===== config.mk =====
export PLATFORM = sky130hd
export DESIGN_NAME = wdt_pulse_timer
export DESIGN_NICKNAME = d
export VERILOG_FILES = /design/src/rtl/wdt_pkg.sv /design/src/rtl/wdt_ctrl_regs.sv /design/src/rtl/wdt_interval_cnt.sv /design/src/rtl/wdt_pulse_gen.sv /design/src/rtl/wdt_pulse_timer.sv
export SDC_FILE = /design/constraint.sdc
export NUM_CORES = 1
export LEC_CHECK = 0
export BUFFER_PORTS_ARGS = -buffer_cell sky130_fd_sc_hd__buf_2
export CAP_MARGIN = 20
export CORE_MARGIN = 1
export CORE_UTILIZATION = 41
export CTS_CLUSTER_SIZE = 20
export DETAILED_ROUTE_END_ITERATION = 7
export GPL_ROUTABILITY_DRIVEN = 0
export SYNTH_ARGS = -nofsm -noshare
export SYNTH_HDL_FRONTEND = slang
export SYNTH_HIERARCHICAL = 1
export SYNTH_SLANG_ARGS = --single-unit
export TNS_END_PERCENT = 100

===== constraint.sdc =====
create_clock -name clk -period 4.3 [get_ports clk]
set_input_delay 0.215 -clock clk [delete_from_list [all_inputs] [get_ports clk]]
set_output_delay 0.215 -clock clk [all_outputs]
set_load 0.01 [all_outputs]

===== src/rtl/wdt_pkg.sv =====
package wdt_pkg;

  typedef enum logic [2:0] {
    SEL_HALT = 3'd0,
    SEL_1S   = 3'd1,
    SEL_2S   = 3'd2,
    SEL_4S   = 3'd3,
    SEL_8S   = 3'd4,
    SEL_16S  = 3'd5,
    SEL_32S  = 3'd6,
    SEL_60S  = 3'd7
  } wdt_sel_e;

  // seconds per interval code; zero means halted
  function automatic int unsigned interval_sec(input logic [2:0] code);
    case (wdt_sel_e'(code))
      SEL_1S:  return 1;
      SEL_2S:  return 2;
      SEL_4S:  return 4;
      SEL_8S:  return 8;
      SEL_16S: return 16;
      SEL_32S: return 32;
      SEL_60S: return 60;
      default: return 0;
    endcase
  endfunction

  // last count value before expiry for a given code
  function automatic int unsigned last_count(input logic [2:0] code,
                                             input int unsigned tps);
    return interval_sec(code) * tps - 1;
  endfunction

endpackage


===== src/rtl/wdt_ctrl_regs.sv =====
module wdt_ctrl_regs (
  input  logic       clk,
  input  logic       rst_n,
  input  logic       sel_wr,
  input  logic [2:0] sel_wdata,
  input  logic       en_wr,
  input  logic       en_wdata,
  input  logic       osc_stop,
  input  logic       restart_wr,
  input  logic       start_evt,
  output logic [2:0] sel_q,
  output logic       en_q,
  output logic       flag_q,
  output logic       run_q,
  output logic       halt_nxt
);
  logic [2:0] sel_d;
  logic       en_d;

  always_comb begin
    sel_d = sel_wr ? sel_wdata : sel_q;
    if (osc_stop)   en_d = 1'b0;
    else if (en_wr) en_d = en_wdata;
    else            en_d = en_q;
  end

  assign halt_nxt = !(en_d && (sel_d != 3'd0));
  assign run_q    = en_q && (sel_q != 3'd0);

  always_ff @(posedge clk or negedge rst_n) begin
    if (!rst_n) begin
      sel_q  <= 3'd0;
      en_q   <= 1'b0;
      flag_q <= 1'b0;
    end else begin
      sel_q <= sel_d;
      en_q  <= en_d;
      if (restart_wr)     flag_q <= 1'b0;
      else if (start_evt) flag_q <= 1'b1;
    end
  end
endmodule


===== src/rtl/wdt_interval_cnt.sv =====
module wdt_interval_cnt #(
  parameter int unsigned TICKS_PER_SEC = 32768,
  localparam int unsigned CNT_W = $clog2(60 * TICKS_PER_SEC)
) (
  input  logic       clk,
  input  logic       rst_n,
  input  logic       adv,
  input  logic       run_q,
  input  logic       halt_nxt,
  input  logic       restart,
  input  logic [2:0] sel,
  output logic       expire
);
  import wdt_pkg::*;

  logic [CNT_W-1:0] cnt;
  logic [CNT_W-1:0] lim_m1;
  logic             clear;
  logic             step;

  assign lim_m1 = CNT_W'(last_count(sel, TICKS_PER_SEC));
  assign clear  = halt_nxt || restart;
  assign step   = run_q && adv && !clear;
  assign expire = step && (cnt >= lim_m1);

  always_ff @(posedge clk or negedge rst_n) begin
    if (!rst_n)       cnt <= '0;
    else if (clear)   cnt <= '0;
    else if (expire)  cnt <= '0;
    else if (step)    cnt <= cnt + CNT_W'(1);
  end
endmodule


===== src/rtl/wdt_pulse_gen.sv =====
module wdt_pulse_gen #(
  parameter int unsigned PULSE_TICKS = 8,
  localparam int unsigned PW = (PULSE_TICKS > 1) ? $clog2(PULSE_TICKS) : 1
) (
  input  logic clk,
  input  logic rst_n,
  input  logic adv,
  input  logic start,
  input  logic kill,
  output logic pulse
);
  logic [PW-1:0] pc;
  logic          last_tick;

  assign last_tick = (pc == PW'(PULSE_TICKS - 1));

  always_ff @(posedge clk or negedge rst_n) begin
    if (!rst_n) begin
      pulse <= 1'b0;
      pc    <= '0;
    end else if (kill) begin
      pulse <= 1'b0;
      pc    <= '0;
    end else if (start) begin
      pulse <= 1'b1;
      pc    <= '0;
    end else if (pulse && adv) begin
      if (last_tick) begin
        pulse <= 1'b0;
        pc    <= '0;
      end else begin
        pc <= pc + PW'(1);
      end
    end
  end
endmodule


===== src/rtl/wdt_pulse_timer.sv =====
module wdt_pulse_timer #(
  parameter int unsigned TICKS_PER_SEC = 32768,
  parameter int unsigned PULSE_TICKS   = 8
) (
  input  logic       clk,
  input  logic       rst_n,
  input  logic       tick_en,
  input  logic       chip_en,
  input  logic       sel_wr,
  input  logic [2:0] sel_wdata,
  input  logic       en_wr,
  input  logic       en_wdata,
  input  logic       restart_wr,
  input  logic       osc_stop,
  output logic [2:0] sel_o,
  output logic       enable_o,
  output logic       flag_o,
  output logic       pulse_o
);
  logic adv;
  logic run_q;
  logic halt_nxt;
  logic expire_evt;

  assign adv = tick_en && chip_en;

  wdt_ctrl_regs u_regs (
    .clk       (clk),
    .rst_n     (rst_n),
    .sel_wr    (sel_wr),
    .sel_wdata (sel_wdata),
    .en_wr     (en_wr),
    .en_wdata  (en_wdata),
    .osc_stop  (osc_stop),
    .restart_wr(restart_wr),
    .start_evt (expire_evt),
    .sel_q     (sel_o),
    .en_q      (enable_o),
    .flag_q    (flag_o),
    .run_q     (run_q),
    .halt_nxt  (halt_nxt)
  );

  wdt_interval_cnt #(.TICKS_PER_SEC(TICKS_PER_SEC)) u_cnt (
    .clk     (clk),
    .rst_n   (rst_n),
    .adv     (adv),
    .run_q   (run_q),
    .halt_nxt(halt_nxt),
    .restart (restart_wr),
    .sel     (sel_o),
    .expire  (expire_evt)
  );

  wdt_pulse_gen #(.PULSE_TICKS(PULSE_TICKS)) u_pulse (
    .clk  (clk),
    .rst_n(rst_n),
    .adv  (adv),
    .start(expire_evt),
    .kill (restart_wr || halt_nxt),
    .pulse(pulse_o)
  );
endmodule


==> results of run 1 <==
## state kept, by name, indices dropped and copies added, names as in the netlist
name           cells
u_cnt/cnt         21
u_pulse/pc         3
u_pulse/pulse      1
u_regs/en_q        1
u_regs/flag_q      1
u_regs/sel_q       3
## power by group
| part | switching [uW] | leakage, uW | internal [uW] | total, uW |
|---|---|---|---|---|
| Combinational | 32.7 | 0.000470 | 25.0 | 57.7 |
| Sequential | 6.64 | 0.000412 | 286 | 292 |
| Clock | 110 | 0.0000579 | 170 | 280 |
| Total | 149 | 0.000940 | 481 | 630 |
## synthesized netlist by cell type (all sizes together), types with 5 or more instances
cell type and number:
dfrtp 30, nand3 11, and2 6, nor2 8
and3 7, nand3b 9, a21oi 10, nand2 17
a31oi 28, inv 5, ha 10, buf 5
nor3 5
## cells in the final DEF (no fill, tap or decap), types with 3 or more instances in the layout
| master | count |
|---|---|
| clkbuf_8 | 5 |
| buf_2 | 17 |
| buf_4 | 3 |
| and2_1 | 6 |
| nand4_1 | 4 |
| nand3b_1 | 9 |
| a21oi_1 | 9 |
| dfrtp_1 | 30 |
| nand3_1 | 9 |
| and3_1 | 4 |
| o21a_1 | 3 |
| nor2_1 | 8 |
| ha_1 | 10 |
| a31oi_1 | 27 |
| inv_1 | 5 |
| a21bo_2 | 3 |
| nor3_1 | 4 |
| and4_1 | 3 |
| nand2_1 | 15 |
| a41oi_1 | 3 |
## area by class of cell
cell class	instances	area, um^2	area share
Timing Repair Buffer	21	118	0.0520
Inverter	5	18.8	0.00829
Sequential cell	30	751	0.332
Clock inverter	3	40.0	0.0177
Multi-Input combinational cell	158	1180	0.523
Clock buffer	5	68.8	0.0304
Tap cell	67	83.8	0.0370
## critical path, stage by stage, from the launching register on
cell      delay [ns]
dfrtp_1         0.46
inv_1           0.08
or3_1           0.35
ha_1            0.24
a311o_1         0.37
ha_1            0.29
nand4_1         0.11
o221ai_1        0.17
a31oi_4         0.50
buf_4           0.27
a41oi_1         0.12
a31oi_1         0.20
## metrics by stage
stage	power, uW	hold slack (ns)	worst slack (ns)
final	630	0.162	1.04
after floorplan	332	-0.0806	1.29
after global placement	355	0.305	1.15
after global routing	662	0.163	0.767
after detailed placement	356	0.308	1.05
after CTS	640	0.159	1.03
## what timing repair did
| action | CTS | global route |
|---|---|---|
| hold buffers | 1 | 0 |
| buffers inserted | 0 | 0 |
| endpoints found under the setup margin | 0 | 0 |
| endpoints found under the hold margin | 10 | 0 |
## metal layers
metal / GRT usage / wire length, um / up-vias
li1: - / - / 831
met1: 0.246 / 2120 / 784
met2: 0.284 / 1980 / 40
met3: 0.0380 / 138 / 6
met4: 0.0719 / 57 / 0
met5: 0 / 0 / -
## kinds of logic (layout without fill, tap and decap cells)
group                      after synthesis  in the layout  synth area share
AOI/OAI and AO/OA                       63             63             0.242
xor gates and xnor gates                 1              1           0.00438
adders and majority gates               10             10            0.0625
buffers and inverters                   13             34            0.0369
DFF                                     30             30             0.375
muxes                                    4              4            0.0262
and+or+nand+nor                         80             80             0.253
## worst max path at each step
stage,start,to,slack [ns],cells after the start
3_5_place_dp,u_regs/sel_q[1]$_DFF_PN0_,u_cnt/cnt[9]$_DFFE_PN0P_,1.05,11
4_1_cts,u_regs/sel_q[1]$_DFF_PN0_,u_cnt/cnt[9]$_DFFE_PN0P_,1.03,11
5_1_grt,u_regs/sel_q[1]$_DFF_PN0_,u_cnt/cnt[9]$_DFFE_PN0P_,0.77,11
2_1_floorplan,u_regs/sel_q[1]$_DFF_PN0_,u_pulse/pc[0]$_DFFE_PN0P_,1.29,12
3_3_place_gp,u_regs/sel_q[1]$_DFF_PN0_,u_cnt/cnt[10]$_DFFE_PN0P_,1.15,11
6_report,u_regs/sel_q[1]$_DFF_PN0_,u_cnt/cnt[9]$_DFFE_PN0P_,1.04,11
==> results.toml, run 1 <==
[grt]
grt_start_max_net_pins = 31
grt_pass1_vias = 1501
gr-usage-all-layers = 0.181
antenna_found_initial = 0
globalRouteOverflowTotal = 0
grt_first_pass_wirelength_um = 7240

[sta]
finalCritPeriodShare = 0.757
final_period_minus_worst_setup_slack_ns = 3.26
max-slew-margin-rel = 0.385
max_freq_ghz = 0.307
slew_violations = 0
worst_clock_skew_ns = 0.00574
final-hold-violation-count = 0
finalSetupViolCount = 0
timing_worst_slew_pin_value_ns = 0.919
tns_ns = 0
rsz0062_at_grt = "false"

[drt]
vias_per_cell = 5.75
dr_total_vias = 1661
firstDrtPassIters = 4
remaining_drc_errors = 0
antenna_violating_nets_remaining = 0
detailed_route_wl_um = 4300
drc_marker_count_from_the_first_detailed_route_iteration = 104
routedWlPerCell_um = 14.9

[critical_path]
top_fanout_value_on_the_critical_path = 17
timing.critical_path.from_type = "register"
critPathKind = "reg -> reg"
worst_r2r_path_cells = 11
setup.worst_path.end_class = "register"
crit_required_ns = 4.50
r2r_end = "u_cnt/cnt[9]$_DFFE_PN0P_"
reg2reg_from = "u_regs/sel_q[1]$_DFF_PN0_"
arrival_ns = 3.46
reg2reg_slack_ns = 1.04

[clock_tree]
path_clk_slew_ns = 0.07
number_of_levels_in_the_clock_h_tree = 2
cts_num_sinks = 30
cts-root-to-sink-buffers = 2
ctsRootBufferMaster = "clkbuf_8"
tritoncts = "yes"
cts-buffers-inserted = 5
post_cts.resized_instances = 0
clkLatencyLatePin_ns = 0.28

[place]
numPlacedInstances = 280
dpl.hpwl_um = 2990
dpl_cell_area_um2 = 2140
portBuffers = 17

[layout]
diodes = 0
stdcell_count = 289
postLayoutCellArea_um2 = 2260
drive_above_1_share = 0.234
num-fill-cells = 442
syn2layout_area_growth_pct = 13.1
final_nets = 243
share_of_the_core_filled_with_cells_in_the_final_layout = 0.479

[logic_synthesis]
postSynth.topFlopCell = "dfrtp_1"
synthesis.area_per_instance_um2 = 9.96
postSynthCellCount = 201
synth.area.top_cells = "dfrtp_1, a31oi_1, ha_1"
synth-warning-count = 6
synth_enable_flop_cells = 0
ys_async_sr_fraction = 1.00
post-synth-top-area-cell = "dfrtp_1"
synth_area_um2 = 2000
post_synthesis_net_count = 223
area_share_of_the_largest_cell_type_after_synthesis = 0.375
ys_seq_area_frac = 0.375
synth_seq_cells = 30
netlist-cell-type-count = 55

[die]
die_area_um2 = 5170
core_region_area_um2 = 4720
floorplan.rows = 25
initial_utilization = 0.424
dieHeight_um = 71.9
die_width_um = 71.9
ios = 18

[worst_hold_path]
hold_class = "in -> reg"
min_from = "restart_wr"
hold-path-endpoint = "u_regs/flag_q$_DFFE_PN0P_"
min_delay_path_depth = 2

[job]
drv_cap = 0

[status]
outcome = "finished, final reports clean"

[pwr]
leakagePower_uw = 0.000940
power_density_nw_per_um2 = 278
power.ir.vdd_worst_v = 0.000169
Note: power is estimated with default switching activity, not from simulation.
==> run 2: changes to the inputs <==
ABC_AREA = 1   (was unset)
clock period = 2.98 ns   (was 4.3 ns; I/O delays follow)
==> run 2 against run 1 <==
Net effect: power up 42%; flip-flop and latch count is the same; sequential power grew 43%; utilization up 0.88 points; combinational power rose by 35%; non-clock buffer count fell by 1.
==> results.toml, run 2 <==
[status]
outcome = "finished, final reports clean"

[clock_tree]
cts_num_sinks = 30
tritoncts = "yes"
number_of_levels_in_the_clock_h_tree = 2
clkLatencyLatePin_ns = 0.28
cts-buffers-inserted = 5
cts-root-to-sink-buffers = 2
post_cts.resized_instances = 0
ctsRootBufferMaster = "clkbuf_8"
path_clk_slew_ns = 0.07

[logic_synthesis]
ys_async_sr_fraction = 1.00
synth_most_common_cell = "nand2_1"
synth_area_um2 = 2090
synth-warning-count = 6
postSynth.topFlopCell = "dfrtp_1"
ys_seq_area_frac = 0.359
post_synthesis_net_count = 322
postSynthCellCount = 300
synth_enable_flop_cells = 0
synthesis.area_per_instance_um2 = 6.97
synth_seq_cells = 30
synth.area.top_cells = "dfrtp_1, nand2_1, inv_1"
post_synth_most_frequent_cells = "nand2_1, inv_1, dfrtp_1"
post-synth-top-area-cell = "dfrtp_1"
area_share_of_the_largest_cell_type_after_synthesis = 0.359
netlist-cell-type-count = 22

[drt]
detailed_route_wl_um = 3930
remaining_drc_errors = 0
antenna_violating_nets_remaining = 0
drc_marker_count_from_the_first_detailed_route_iteration = 92
firstDrtPassIters = 4
routedWlPerCell_um = 10.1
dr_total_vias = 1737
vias_per_cell = 4.45

[sta]
final-hold-violation-count = 0
max-slew-margin-rel = 0.524
max_freq_ghz = 0.384
finalCritPeriodShare = 0.873
slew_violations = 0
rsz0062_at_grt = "false"
final_period_minus_worst_setup_slack_ns = 2.60
finalSetupViolCount = 0
timing_worst_slew_pin_value_ns = 0.713
worst_clock_skew_ns = 0.00784
tns_ns = 0

[die]
floorplan.rows = 25
die_width_um = 73.4
initial_utilization = 0.434
ios = 18
core_region_area_um2 = 4820
die_area_um2 = 5390
dieHeight_um = 73.4

[grt]
gr-usage-all-layers = 0.166
globalRouteOverflowTotal = 0
grt_start_max_net_pins = 31
grt_first_pass_wirelength_um = 6850
grt_pass1_vias = 1553
antenna_found_initial = 0

[layout]
mostFrequentLayoutCells = "nand2_1, inv_1, dfrtp_1, nor2_1, nand2_2"
stdcell_count = 390
syn2layout_area_growth_pct = 12.4
max_flop_register = "u_cnt/cnt"
num-fill-cells = 499
share_of_the_core_filled_with_cells_in_the_final_layout = 0.488
largest_reg_flops = 21
seq_area_um2 = 751
layout_commonest_cell = "nand2_1"
final_nets = 344
diodes = 0
multi_input_logic_area_um2 = 1140
postLayoutCellArea_um2 = 2350
drive_above_1_share = 0.176
layout_top_registers = "u_cnt/cnt x21, u_pulse/pc x3, u_regs/sel_q x3"

[place]
numPlacedInstances = 381
dpl.hpwl_um = 2970
portBuffers = 17
dpl_cell_area_um2 = 2230

[worst_hold_path]
hold_class = "in -> reg"

[job]
drv_cap = 0

[pwr]
leakagePower_uw = 0.00132
power.ir.vdd_worst_v = 0.000220
power_density_nw_per_um2 = 381

[critical_path]
critPathKind = "reg -> reg"
timing.critical_path.from_type = "register"
arrival_ns = 2.82
top_fanout_value_on_the_critical_path = 8
setup.worst_path.end_class = "register"
crit_required_ns = 3.20
## run 2: cell types whose count changed in the layout (fill, tap and decap cells not counted), sizes merged, moves of 6 or more
cell and change:
inv +37, and2 -6, xnor2 +6, xor2 +8, nor2 +28, a31oi -27
and3 -7, nand2 +116
## run 2: layout make-up
class,instances,share of cell area
Multi-Input combinational cell,223,0.485
Sequential cell,30,0.319
Inverter,42,0.0671
Timing Repair Buffer,20,0.0468
Tap cell,67,0.0357
Clock buffer,5,0.0293
Clock inverter,3,0.0170
## run 2: cell families after synthesis
logic type,Yosys count,synth area share
AND/OR/NAND/NOR,189,0.399
buffers and inverters,47,0.0963
AO/OA/AOI/OAI,9,0.0233
flip-flops,30,0.359
XOR/XNOR,15,0.0628
adder cells (fa/ha/maj),10,0.0598
## run 2: where the power goes
| part | internal [uW] | switching, uW |
|---|---|---|
| registers | 412 | 6.36 |
| logic | 28.6 | 49.3 |
| clock network | 246 | 154 |
## run 2: per-stage QoR
stage | hold WS, ns | power, uW | setup WS [ns]
finish | 0.0316 | 895 | 0.378
floorplan | -0.147 | 474 | 0.639
global placement | 0.233 | 503 | 0.448
global route | 0.0310 | 946 | 0.0326
CTS | 0.0225 | 912 | 0.375
detailed placement | 0.235 | 504 | 0.380
## run 2: layer usage
layer | track usage | wire length, um | vias to the layer above
li1 | - | - | 945
met1 | 0.227 | 1920 | 779
met2 | 0.260 | 1900 | 8
met3 | 0.0370 | 75 | 5
met4 | 0.0513 | 39 | 0
met5 | 0 | 0 | -
## run 2: final timing paths
path	startpoint	endpoint	slack, ns	depth (start not counted)
max in group asynchronous	rst_n	u_regs/sel_q[0]$_DFF_PN0_	2.09	2
setup / recovery	u_regs/sel_q[1]$_DFF_PN0_	u_cnt/cnt[8]$_DFFE_PN0P_	0.38	19
hold / removal	osc_stop	u_regs/en_q$_DFF_PN0_	0.03	2
setup reg to reg	u_regs/sel_q[1]$_DFF_PN0_	u_cnt/cnt[8]$_DFFE_PN0P_	0.38	19
hold reg to reg	u_regs/flag_q$_DFFE_PN0P_	u_regs/flag_q$_DFFE_PN0P_	0.50	2
min in group asynchronous	rst_n	u_cnt/cnt[6]$_DFFE_PN0P_	0.44	2
## run 2: worst max-delay path: stages (launching register included)
cell,delay [ns]
dfrtp_1,0.43
inv_1,0.11
nand2_1,0.07
nor2_1,0.14
inv_1,0.06
ha_1,0.18
inv_1,0.09
a21oi_1,0.05
o22ai_1,0.13
ha_1,0.25
nand2_1,0.08
inv_1,0.04
nand2_1,0.05
nand2_1,0.04
nor2_1,0.13
nand3_2,0.12
nor2_4,0.23
buf_4,0.23
nand2_1,0.06
nand2_1,0.05
## run 2: what timing repair did
item | in CTS | in global routing
setup buffers | 0 | 0
hold endpoints to repair | 30 | 0
hold buffers | 1 | 0
==> run 3: changes to the inputs <==
CORE_ASPECT_RATIO = 1.25   (was unset)
==> run 3 against run 2 <==
Net effect: global-route usage increased by 0.14 points; register-to-register slack about the same; routed wire length increased by 1.5%; sequential share of layout area increased by 0.29 points; worst setup slack got worse by 0.0040 ns; via count increased by 1.7%; critical path depth unchanged; power decreased by 6.6%; utilization decreased by 0.62 points; largest power group unchanged.
==> results.toml, run 3 (synthesis results as in run 2) <==
[layout]
drive_above_1_share = 0.171
layout_commonest_cell = "nand2_1"
seq_area_um2 = 751
largest_reg_flops = 21
final_nets = 343
multi_input_logic_area_um2 = 1140
mostFrequentLayoutCells = "nand2_1, inv_1, dfrtp_1, nor2_1, nand2_2"
diodes = 0
num-fill-cells = 502
max_flop_register = "u_cnt/cnt"
share_of_the_core_filled_with_cells_in_the_final_layout = 0.482
postLayoutCellArea_um2 = 2330
syn2layout_area_growth_pct = 11.4
layout_top_registers = "u_cnt/cnt x21, u_pulse/pc x3, u_regs/sel_q x3"

[clock_tree]
ctsRootBufferMaster = "clkbuf_8"
cts-buffers-inserted = 5
path_clk_slew_ns = 0.07
cts-root-to-sink-buffers = 2
postCtsSetupRepairBufs = 0
clkLatencyLatePin_ns = 0.28
post_cts.resized_instances = 0
number_of_levels_in_the_clock_h_tree = 2
cts_num_sinks = 30
tritoncts = "yes"

[sta]
finalCritPeriodShare = 0.875
worst_clock_skew_ns = 0.00509
final_period_minus_worst_setup_slack_ns = 2.61
final-hold-violation-count = 0
finalSetupViolCount = 0
tns_ns = 0
max_freq_ghz = 0.384
timing_worst_slew_pin_value_ns = 0.679
slew_violations = 0
rsz0062_at_grt = "false"
max-slew-margin-rel = 0.547

[die]
die_area_um2 = 5390
initial_utilization = 0.433
floorplan.rows = 28
ios = 18
core_region_area_um2 = 4830
die_width_um = 65.9
dieHeight_um = 81.9

[drt]
vias_per_cell = 4.62
antenna_violating_nets_remaining = 0
dr_total_vias = 1766
drc_marker_count_from_the_first_detailed_route_iteration = 68
remaining_drc_errors = 0
routedWlPerCell_um = 10.4
detailed_route_wl_um = 3990
firstDrtPassIters = 4

[job]
drv_cap = 0

[critical_path]
timing.critical_path.from_type = "register"
crit_required_ns = 3.20
reg2reg_from = "u_regs/sel_q[1]$_DFF_PN0_"
setup.worst_path.end_class = "register"
top_fanout_value_on_the_critical_path = 12
critPathLaunch = "u_regs/sel_q[1]$_DFF_PN0_"
critPathKind = "reg -> reg"
arrival_ns = 2.83

[grt]
grt_start_max_net_pins = 31
gr-usage-all-layers = 0.167
globalRouteOverflowTotal = 0
grt_first_pass_wirelength_um = 6810
grt_pass1_vias = 1544
antenna_found_initial = 0

[pwr]
power_density_nw_per_um2 = 359
design_power_total_uw = 836
leakagePower_uw = 0.00131
power.ir.vdd_worst_v = 0.000211

[place]
portBuffers = 17
dpl_cell_area_um2 = 2230
dpl.hpwl_um = 2890

[status]
outcome = "finished, final reports clean"

[worst_hold_path]
hold_class = "in -> reg"
min_from = "osc_stop"
run 3: cell count changes in the layout (fill, tap and decap cells not counted):
| cell | previous run | this run |
|---|---|---|
| bufinv_16 | 1 | 0 |
| clkbuf_1 | 0 | 1 |
| buf_4 | 2 | 0 |
| clkbuf_8 | 5 | 6 |
| buf_12 | 0 | 1 |
| clkinv_2 | 2 | 1 |
run 3: final timing paths:
path                                                  end  slack [ns]  cells after the start
worst max register to register   u_cnt/cnt[7]$_DFFE_PN0P_        0.37                     19
worst min-delay path                u_regs/en_q$_DFF_PN0_        0.02                      2
worst max-delay path             u_cnt/cnt[7]$_DFFE_PN0P_        0.37                     19
max in group asynchronous        u_cnt/cnt[8]$_DFFE_PN0P_        2.10                      2
min in group asynchronous        u_cnt/cnt[5]$_DFFE_PN0P_        0.44                      2
worst min register to register  u_regs/flag_q$_DFFE_PN0P_        0.50                      2
run 3: where the power goes:
part / internal [uW] / total [uW] / switching [uW]
combinational: 28.7 / 78.4 / 49.7
sequential: 412 / 418 / 6.01
clock: 186 / 340 / 154
run 3: cell type report:
class | instances | area share
Sequential cell | 30 | 0.322
Clock inverter | 1 | 0.00215
Tap cell | 60 | 0.0322
Clock buffer | 7 | 0.0371
Multi-Input combinational cell | 223 | 0.489
Inverter | 42 | 0.0677
Timing Repair Buffer | 19 | 0.0494
run 3: repair_timing:
action / in CTS / in global routing
setup endpoints to repair: 0 / 0
endpoints found under the hold margin: 30 / 0
hold buffers: 1 / 0
run 3: routing by layer:
metal	global-route usage	up-vias	wire [um]
met4	0.0652	0	69
met5	0	-	0
li1	-	943	-
met1	0.212	801	1880
met2	0.272	16	1920
met3	0.0375	6	118
run 3: critical path, stage by stage, from the launching register on:
cell	delay, ns
dfrtp_1	0.43
inv_1	0.11
nand2_1	0.07
nor2_1	0.12
inv_1	0.06
ha_1	0.19
inv_1	0.09
a21oi_1	0.05
o22ai_1	0.13
ha_1	0.25
nand2_1	0.08
inv_1	0.04
nand2_1	0.05
nand2_1	0.05
nor2_1	0.13
nand3_2	0.11
nor2_4	0.28
buf_12	0.19
nand2_2	0.05
nand2_1	0.06
run 3: per-stage QoR:
stage	setup slack, ns	hold WS, ns	std cells
3_3_place_gp	0.413	0.237	373
2_1_floorplan	0.639	-0.147	300
6_report	0.374	0.0246	382
5_1_grt	0.00707	0.0248	382
4_1_cts	0.342	0.00952	382
3_5_place_dp	0.367	0.231	373
